==> src/rtl/arb_pkg.sv <==
package arb_pkg;
  localparam int CH_N  = 8;
  localparam int RK_W  = 4;
  localparam int VEC_W = 8;
  localparam int IX_W  = $clog2(CH_N);

  typedef struct packed {
    logic            vld;
    logic [RK_W-1:0] rank;
    logic [IX_W-1:0] idx;
  } cand_t;

  // Left operand always covers lower channel indices: ties keep it.
  function automatic cand_t pick(cand_t lo, cand_t hi);
    if (lo.vld && (!hi.vld || lo.rank <= hi.rank)) return lo;
    return hi;
  endfunction

  function automatic logic [VEC_W-1:0] mk_vec(logic [VEC_W-1:0] base,
                                              logic [IX_W-1:0]  ix);
    return {base[VEC_W-1:IX_W], ix};
  endfunction
endpackage

==> src/rtl/pend_bank.sv <==
module pend_bank #(
  parameter int NCH = arb_pkg::CH_N
) (
  input  logic           clk,
  input  logic           rst_n,
  input  logic [NCH-1:0] arrive,
  input  logic [NCH-1:0] ack,
  output logic [NCH-1:0] pend
);
  // Clear first, then set: a fresh arrival survives a same-edge ack.
  always_ff @(posedge clk or negedge rst_n) begin
    if (!rst_n) pend <= '0;
    else        pend <= (pend & ~ack) | arrive;
  end
endmodule

==> src/rtl/rank_regs.sv <==
module rank_regs #(
  parameter int NCH  = arb_pkg::CH_N,
  parameter int RK_W = arb_pkg::RK_W,
  localparam int IX_W = $clog2(NCH)
) (
  input  logic                      clk,
  input  logic                      rst_n,
  input  logic                      we,
  input  logic [IX_W-1:0]           sel,
  input  logic [RK_W-1:0]           val,
  output logic [NCH-1:0][RK_W-1:0]  ranks
);
  for (genvar i = 0; i < NCH; i++) begin : g_rank
    always_ff @(posedge clk or negedge rst_n) begin
      if (!rst_n)                          ranks[i] <= RK_W'(i);
      else if (we && sel == IX_W'(i))      ranks[i] <= val;
    end
  end
endmodule

==> src/rtl/rank_tree.sv <==
module rank_tree #(
  parameter int NCH  = arb_pkg::CH_N,
  parameter int RK_W = arb_pkg::RK_W,
  localparam int IX_W = $clog2(NCH)
) (
  input  logic [NCH-1:0]           pend,
  input  logic [NCH-1:0][RK_W-1:0] ranks,
  output arb_pkg::cand_t           root
);
  import arb_pkg::*;
  cand_t node [1:2*NCH-1];

  // Heap layout: leaves at NCH..2*NCH-1, node k merges 2k (lower) and 2k+1.
  always_comb begin
    for (int i = 0; i < NCH; i++) begin
      node[NCH+i].vld  = pend[i];
      node[NCH+i].rank = ranks[i];
      node[NCH+i].idx  = IX_W'(i);
    end
    for (int k = NCH-1; k >= 1; k--) begin
      node[k] = pick(node[2*k], node[2*k+1]);
    end
    root = node[1];
  end
endmodule

==> src/rtl/rank_irq_arb.sv <==
module rank_irq_arb #(
  parameter int NCH   = arb_pkg::CH_N,
  parameter int RK_W  = arb_pkg::RK_W,
  parameter int VEC_W = arb_pkg::VEC_W,
  localparam int IX_W = $clog2(NCH)
) (
  input  logic             clk,
  input  logic             rst_n,
  input  logic [NCH-1:0]   arrive,
  input  logic [NCH-1:0]   ack,
  input  logic             rank_we,
  input  logic [IX_W-1:0]  rank_sel,
  input  logic [RK_W-1:0]  rank_val,
  input  logic             base_we,
  input  logic [VEC_W-1:0] base_val,
  output logic             irq,
  output logic [IX_W-1:0]  win_idx,
  output logic [VEC_W-1:0] vector
);
  import arb_pkg::*;

  logic [NCH-1:0]           pend_q;
  logic [NCH-1:0][RK_W-1:0] rank_q;
  logic [VEC_W-1:0]         base_q;
  cand_t                    best;

  pend_bank #(.NCH(NCH)) u_pend (
    .clk(clk), .rst_n(rst_n), .arrive(arrive), .ack(ack), .pend(pend_q));

  rank_regs #(.NCH(NCH), .RK_W(RK_W)) u_rank (
    .clk(clk), .rst_n(rst_n), .we(rank_we), .sel(rank_sel),
    .val(rank_val), .ranks(rank_q));

  rank_tree #(.NCH(NCH), .RK_W(RK_W)) u_tree (
    .pend(pend_q), .ranks(rank_q), .root(best));

  always_ff @(posedge clk or negedge rst_n) begin
    if (!rst_n)       base_q <= '0;
    else if (base_we) base_q <= base_val;
  end

  assign irq     = best.vld;
  assign win_idx = best.vld ? best.idx : '0;
  assign vector  = mk_vec(base_q, win_idx);
endmodule

==> config.mk <==
export PLATFORM = sky130hd
export DESIGN_NAME = rank_irq_arb
export DESIGN_NICKNAME = d
export VERILOG_FILES = /design/src/rtl/arb_pkg.sv /design/src/rtl/pend_bank.sv /design/src/rtl/rank_regs.sv /design/src/rtl/rank_tree.sv /design/src/rtl/rank_irq_arb.sv
export SDC_FILE = /design/constraint.sdc
export NUM_CORES = 1
export LEC_CHECK = 0
export BUFFER_PORTS_ARGS = -buffer_cell sky130_fd_sc_hd__buf_2
export CORE_ASPECT_RATIO = 0.9
export CORE_MARGIN = 3
export CORE_UTILIZATION = 31
export DETAILED_ROUTE_END_ITERATION = 10
export PLACE_DENSITY = 0.5
export SLEW_MARGIN = 0
export SYNTH_ARGS = -nofsm -noshare
export SYNTH_HDL_FRONTEND = slang
export SYNTH_SLANG_ARGS = --single-unit
==> constraint.sdc <==
create_clock -name clk -period 8.2 [get_ports clk]
set_input_delay 1.64 -clock clk [delete_from_list [all_inputs] [get_ports clk]]
set_output_delay 1.64 -clock clk [all_outputs]
set_load 0.01 [all_outputs]
==> results of run 1 <==
-- synthesized netlist by cell type --
| master | number | area [µm²] |
|---|---|---|
| or2_0 | 1 | 6.26 |
| buf_4 | 3 | 22.5 |
| o2bb2ai_2 | 3 | 45.0 |
| mux2_4 | 3 | 45.0 |
| mux2_2 | 32 | 360 |
| a41oi_1 | 3 | 26.3 |
| nand3_1 | 2 | 10.0 |
| dfstp_2 | 12 | 315 |
| nor3b_2 | 2 | 25.0 |
| a21boi_1 | 1 | 7.51 |
| nand4_1 | 5 | 31.3 |
| or3_1 | 1 | 6.26 |
| o21ai_0 | 14 | 70.1 |
| a32o_1 | 1 | 10.0 |
| o2bb2ai_4 | 1 | 27.5 |
| a32oi_1 | 1 | 8.76 |
| a21oi_1 | 7 | 35.0 |
| nand4b_1 | 3 | 26.3 |
| nand2_1 | 13 | 48.8 |
| a21o_1 | 7 | 52.6 |
| mux2i_1 | 21 | 210 |
| o21ai_1 | 2 | 10.0 |
| dfrtp_1 | 33 | 826 |
| nor2_2 | 1 | 6.26 |
| and2_1 | 1 | 6.26 |
| inv_1 | 32 | 120 |
| a21o_2 | 1 | 8.76 |
| ha_1 | 28 | 350 |
| nor2_1 | 10 | 37.5 |
| nor4_1 | 1 | 6.26 |
| or2_2 | 1 | 6.26 |
| o22ai_2 | 1 | 12.5 |
| nand2_2 | 1 | 6.26 |
| nand2b_1 | 13 | 81.3 |
| nor3_2 | 2 | 20.0 |
-- through the flow --
step / cell area (µm²) / setup WS (ps) / std cells
2_1_floorplan: 2890 / 2380 / 263
3_3_place_gp: 3230 / 2080 / 422
3_5_place_dp: 3230 / 2030 / 422
4_1_cts: 3360 / 1660 / 430
5_1_grt: 3360 / 1170 / 430
6_report: 3360 / 1690 / 430
-- power breakdown --
part	internal, mW	switching, mW	total, mW
combinational	0.268	0.299	0.568
clock	0.121	0.0751	0.196
sequential	0.271	0.0294	0.301
total	0.661	0.404	1.06
-- routing by layer --
metal  up-vias  routed length [µm]  GRT usage [%]
met4         0                  73           3.59
met2        31                2490           17.8
met3         6                 215           2.52
met1       946                3030           17.2
met5         -                   0              0
li1       1024                   -              -
-- area by class of cell --
type | count | area (µm²) | share of cell area, %
Multi-Input combinational cell | 183 | 1600 | 47.7
Sequential cell | 45 | 1140 | 33.9
Timing Repair Buffer | 43 | 215 | 6.40
Tap cell | 119 | 149 | 4.43
Inverter | 32 | 120 | 3.57
Clock buffer | 5 | 68.8 | 2.05
Clock inverter | 3 | 65.1 | 1.93
-- cells by family (layout without fill, tap and decap cells) --
logic type               count (synthesis)  count (layout)  share of synthesized area [%]
AO/OA/AOI/OAI                           42              42                           10.9
buffers and inverters                   35              83                           4.94
multiplexers                            56              56                           21.3
AND/OR/NAND/NOR                         57              57                           11.2
flip-flops                              45              45                           39.5
adder cells (fa/ha/maj)                 28              28                           12.1
-- worst max-delay path, cell delays in order, from the launching register on --
cell and delay, ps:
dfstp_2 550, inv_1 40, ha_1 280, o21ai_0 140, a21oi_1 70, o2bb2ai_2 360
mux2i_1 340, inv_1 80, ha_1 310, o21ai_0 150, a21oi_1 60, or3_1 360
nand2_2 170, mux2_4 320, ha_1 290, o21ai_0 150, a21oi_1 50, o21ai_0 220
and2_1 200, mux2i_1 250, buf_2 170
-- how the worst max path moves through the flow --
stage	cells past startpoint	end	from	slack (ps)
finish	20	win_idx[1]	u_rank.ranks[22]	1690
global route	20	vector[1]	u_rank.ranks[22]	1170
CTS	20	win_idx[1]	u_rank.ranks[22]	1660
detailed placement	20	win_idx[1]	u_rank.ranks[22]	2030
global placement	20	win_idx[1]	u_rank.ranks[22]	2080
floorplan	20	win_idx[1]	u_rank.ranks[22]	2380
-- state kept, by name, summed over array words and instances, names as in the netlist --
register      flops
u_pend.pend       8
base_q            5
u_rank.ranks     32
==> flow_summary_export.csv, run 1 <==
group,metric,value,unit
outcome,status,"finished, final reports clean",
global_routing,grt_remaining_overflow,0,
yosys,ys_seq_elements,45,
cells_and_area,final_cell_mix,"43 x buf_2, 33 x dfrtp_1, 32 x inv_1, 32 x mux2_2, 28 x ha_1",
drt,post_drt_wl_per_cell,13.5,µm
clock_tree,post_cts_buffers,0,
floorplanning,dieArea,0.0105,mm²
cells_and_area,drive_above_1_share,35.7,%
cells_and_area,final_common_cell,"buf_2",
power_and_ir_drop,power_density,317,mW/mm²
placement,place_hpwl,4.64,mm
floorplanning,die_height,97.6,µm
yosys,synthCells,263,
critical_path,r2r_slack,7410,ps
critical_path,cp.arrival,4870,ps
clock_tree,clock_latency,300,ps
power_and_ir_drop,power,1.06,mW
yosys,yosys_warnings,0,
sta,skew,0,ps
global_routing,grt_pass1_wl,9.86,mm
floorplanning,core.rowCount,32,
drt,vias,2007,
drt,drtPass1Iterations,4,
drt,drtAntennaViolNets,0,
sta,period_share,79.4,%
yosys,syn_area_per_cell,11.0,µm²
worst_hold_path,hp-class,"reg -> reg",
sta,finalMaxSlewViolations,0,
global_routing,grt_pass1_vias,1994,
clock_tree,clk_pin_slew_worst_paths,90,ps
cells_and_area,antennaDiodeCount,0,
sta,slew_headroom,32.2,%
drt,drt-vias-per-instance,4.67,
clock_tree,cts_tree,"done",
drt,routed_wl,5.81,mm
worst_hold_path,holdPathEnd,"base_q[4]",
sta,final-hold-violation-count,0,
yosys,synth-seq-area-share,39.5,%
critical_path,cp-start-kind,"flip-flop",
global_routing,grt_max_degree,46,
clock_tree,root_buffer,"clkbuf_8",
clock_tree,cts_buffer_depth,2,
critical_path,worstPathRequired,6560,ps
sta,fmax,154,MHz
cells_and_area,fillers,919,
clock_tree,cts.sinks,45,
floorplanning,dieWidth,108,µm
yosys,ys_types,35,
critical_path,r2r-end,"u_rank.ranks[27]",
sta,setup_viol,0,
drt,drcViolationCount,0,
worst_hold_path,min-delay-start,"base_q[4]",
power_and_ir_drop,leakage,1.65,nW
floorplanning,num_io_pins,47,
yosys,synth_area,0.00289,mm²
cells_and_area,area_growth,16.5,%
power_and_ir_drop,peakVddDrop,0.176,mV
floorplanning,start_util,32.8,%
sta,finalCriticalPeriod,6510,ps
global_routing,grtUsageTotal,11.9,%
clock_tree,htreeDepth,2,
floorplanning,coreArea,0.00881,mm²
critical_path,r2r_cells,1,
worst_hold_path,holdPathStages,1,
yosys,syn-num-nets,326,
job,cap_violations,0,
cells_and_area,layout.nets,373,
sta,final.setup.tns,0,ps
sta,worst_pin_slew,1020,ps
critical_path,path_class,"reg -> out",
sta,fin_hold_ws,511,ps
critical_path,r2r_start,"u_rank.ranks[27]",
critical_path,cp_max_fo,5,
drt,drt-initial-drc-count,43,
clock_tree,cts_made_buffers,5,
clock_tree,cts-resized-gates,0,
sta,rsz0062_at_grt,"no",
global_routing,antenna_found_initial,0,
clock_tree,holdBufCountCts,0,
placement,port_buffers,43,
critical_path,cp-end-kind,"output port",
cells_and_area,utilization,38.2,%
placement,gp_congestion,0.736,
(Power assumes the default switching activity.)
==> run 2, diff against run 1 <==
--- a/config.mk
+++ b/config.mk
@@ -5,6 +5,7 @@
 export SDC_FILE = /design/constraint.sdc
 export NUM_CORES = 1
 export LEC_CHECK = 0
+export ABC_AREA = 1
 export BUFFER_PORTS_ARGS = -buffer_cell sky130_fd_sc_hd__buf_2
 export CORE_ASPECT_RATIO = 0.9
 export CORE_MARGIN = 3
==> constraint.sdc (replaced) <==
create_clock -name clk -period 6.7 [get_ports clk]
set_input_delay 1.34 -clock clk [delete_from_list [all_inputs] [get_ports clk]]
set_output_delay 1.34 -clock clk [all_outputs]
set_load 0.01 [all_outputs]
==> flow_summary_export.csv, run 2 <==
group,metric,value,unit
yosys,synthCells,369,
drt,drcViolationCount,0,
job,cap_violations,0,
sta,slew_headroom,32.5,%
sta,skew,0,ps
sta,finalCriticalPeriod,5360,ps
sta,final-hold-violation-count,0,
yosys,syn-num-nets,432,
clock_tree,post_cts_buffers,0,
critical_path,cp-start-kind,"flip-flop",
global_routing,grt_max_degree,46,
sta,setup_viol,0,
global_routing,grt_remaining_overflow,0,
placement,pre_cts_ws,1640,ps
sta,period_share,80.0,%
global_routing,grtUsageTotal,13.1,%
yosys,synthArstFlopShare,100,%
floorplanning,core.rowCount,32,
critical_path,cp-startpoint,"u_rank.ranks[22]",
yosys,synth_edf_count,0,
placement,port_buffers,43,
clock_tree,root_buffer,"clkbuf_8",
drt,drt-vias-per-instance,4.33,
yosys,yosys_warnings,0,
clock_tree,cts-resized-gates,0,
clock_tree,holdBufCountCts,0,
sta,fin_hold_ws,493,ps
critical_path,cp.arrival,4020,ps
yosys,synth_area,0.00286,mm²
worst_hold_path,hp-class,"reg -> reg",
cells_and_area,largestRegisters,"u_rank.ranks (32), u_pend.pend (8), base_q (5)",
outcome,status,"finished, final reports clean",
cells_and_area,layout.nets,479,
floorplanning,die_height,97.0,µm
cells_and_area,area_growth,16.0,%
floorplanning,coreArea,0.00877,mm²
floorplanning,num_io_pins,47,
yosys,ys_types,21,
floorplanning,start_util,32.6,%
critical_path,path_class,"reg -> out",
critical_path,r2r_cells,2,
placement,gp_congestion,0.759,
clock_tree,clock_latency,300,ps
drt,vias,2320,
cells_and_area,largest_reg_flops,32,
cells_and_area,final_cell_mix,"116 x nand2_1, 52 x inv_1, 43 x buf_2",
sta,rsz0062_at_grt,"no",
power_and_ir_drop,leakage,1.75,nW
sta,fmax,187,MHz
drt,drt-initial-drc-count,129,
global_routing,grt_pass1_vias,2311,
yosys,synthTopCellsByArea,"dfrtp_1 29%, nand2_1 15%, ha_1 12%",
yosys,ys_seq_elements,45,
sta,layout_setup_ws,1340,ps
yosys,synth-seq-area-share,40.0,%
critical_path,r2r-end,"u_rank.ranks[29]",
drt,routed_wl,6.13,mm
sta,worst_pin_slew,1010,ps
critical_path,r2r_slack,5870,ps
placement,place_hpwl,4.88,mm
floorplanning,dieWidth,107,µm
critical_path,r2r_start,"u_rank.ranks[29]",
worst_hold_path,holdPathStages,2,
cells_and_area,top_register,"u_rank.ranks",
critical_path,crit_end,"win_idx[0]",
critical_path,cp_max_fo,10,
sta,final.setup.tns,0,ps
cells_and_area,final_common_cell,"nand2_1",
power_and_ir_drop,power_density,372,mW/mm²
power_and_ir_drop,peakVddDrop,0.268,mV
drt,drtPass1Iterations,4,
yosys,synth_top_cell_area_share,28.9,%
yosys,synthTopCellsByCount,"116 x nand2_1, 52 x inv_1, 33 x dfrtp_1",
clock_tree,cts_tree,"done",
global_routing,antenna_found_initial,0,
cells_and_area,drive_above_1_share,22.1,%
clock_tree,cts_made_buffers,5,
clock_tree,cts.sinks,45,
yosys,post-synth-top-count-cell,"nand2_1",
critical_path,cp-end-kind,"output port",
yosys,syn_area_per_cell,7.74,µm²
drt,drtAntennaViolNets,0,
clock_tree,htreeDepth,2,
yosys,ys.flop_type,"dfrtp_1",
clock_tree,cts_buffer_depth,2,
sta,finalMaxSlewViolations,0,
cells_and_area,antennaDiodeCount,0,
drt,post_drt_wl_per_cell,11.4,µm
yosys,synth_top_area_cell,"dfrtp_1",
floorplanning,dieArea,0.0104,mm²
global_routing,grt_pass1_wl,10.9,mm
critical_path,worstPathRequired,5360,ps
clock_tree,clk_pin_slew_worst_paths,90,ps
## run 2: cell count changes after synthesis, sizes merged, moves of 6 or more
cell | before | now
nand2 | 14 | 122
a21o | 8 | 0
o21bai | 0 | 10
a21oi | 7 | 13
nor2 | 11 | 23
o21ai | 16 | 54
mux2i | 21 | 0
mux2 | 35 | 5
inv | 32 | 57
nand2b | 13 | 0
## run 2: kinds of logic after synthesis
| family | after synthesis | share of synthesized area (%) |
|---|---|---|
| adders and majority gates | 28 | 12.3 |
| AOI/OAI and AO/OA | 77 | 15.3 |
| DFF | 45 | 40.0 |
| muxes | 5 | 1.97 |
| and+or+nand+nor | 154 | 22.2 |
| buffers and inverters | 60 | 8.28 |
## run 2: critical path, cell delays in order, from the launching register on
cell	delay, ps
dfstp_2	540
inv_1	60
ha_1	270
nand2_1	60
nor2_1	170
nor2_1	60
nand2_1	60
nand2_1	50
inv_2	140
nand2_1	70
o21ai_1	150
ha_1	290
nand2_1	60
nor2_1	40
nor2_1	110
nand2_1	80
nand2_2	160
nand2_1	70
o21ai_1	100
ha_1	260
nand2_1	100
o21bai_1	110
nand2_1	90
a21oi_2	160
nand3_1	100
a21oi_1	180
buf_2	160
## run 2: area by class of cell
| cell class | count | area, µm² |
|---|---|---|
| clock buffer | 5 | 68.8 |
| clock inverter | 3 | 47.5 |
| multi-input combinational | 264 | 1480 |
| timing repair buffer | 43 | 215 |
| fill | 933 | 5460 |
| inverter | 57 | 214 |
| tap | 119 | 149 |
| sequential | 45 | 1140 |
## run 2: report_power, final
| group | internal [mW] | switching [mW] | total [mW] |
|---|---|---|---|
| Combinational | 0.257 | 0.397 | 0.654 |
| Sequential | 0.325 | 0.0351 | 0.360 |
| Clock | 0.114 | 0.104 | 0.218 |
| Total | 0.696 | 0.536 | 1.23 |
## run 2: through the flow
| stage | total power [mW] | instance area, µm² | utilization, % | std cells |
|---|---|---|---|---|
| after floorplan | 0.882 | 2860 | - | 369 |
| after global placement | 1.01 | 3200 | 36.5 | 528 |
| after detailed placement | 1.03 | 3200 | 36.5 | 528 |
| after CTS | 1.25 | 3310 | 37.8 | 536 |
| after global routing | 1.38 | 3310 | 37.8 | 536 |
| final | 1.23 | 3310 | 37.8 | 536 |
## run 2: worst min-delay path by stage
stage,slack (ps),startpoint,to
floorplan,450,u_rank.ranks[14],u_rank.ranks[14]
global placement,470,u_rank.ranks[23],u_rank.ranks[23]
detailed placement,470,u_rank.ranks[23],u_rank.ranks[23]
CTS,500,u_rank.ranks[23],u_rank.ranks[23]
global route,520,u_rank.ranks[15],u_rank.ranks[15]
finish,490,u_rank.ranks[23],u_rank.ranks[23]
## run 2: metal layers
layer	GRT usage, %	part of all wire [%]	vias up
met5	0	0	-
met4	3.24	0.91	0
met3	2.67	4.8	5
met2	18.7	39	46
met1	20.0	55	994
li1	-	-	1275
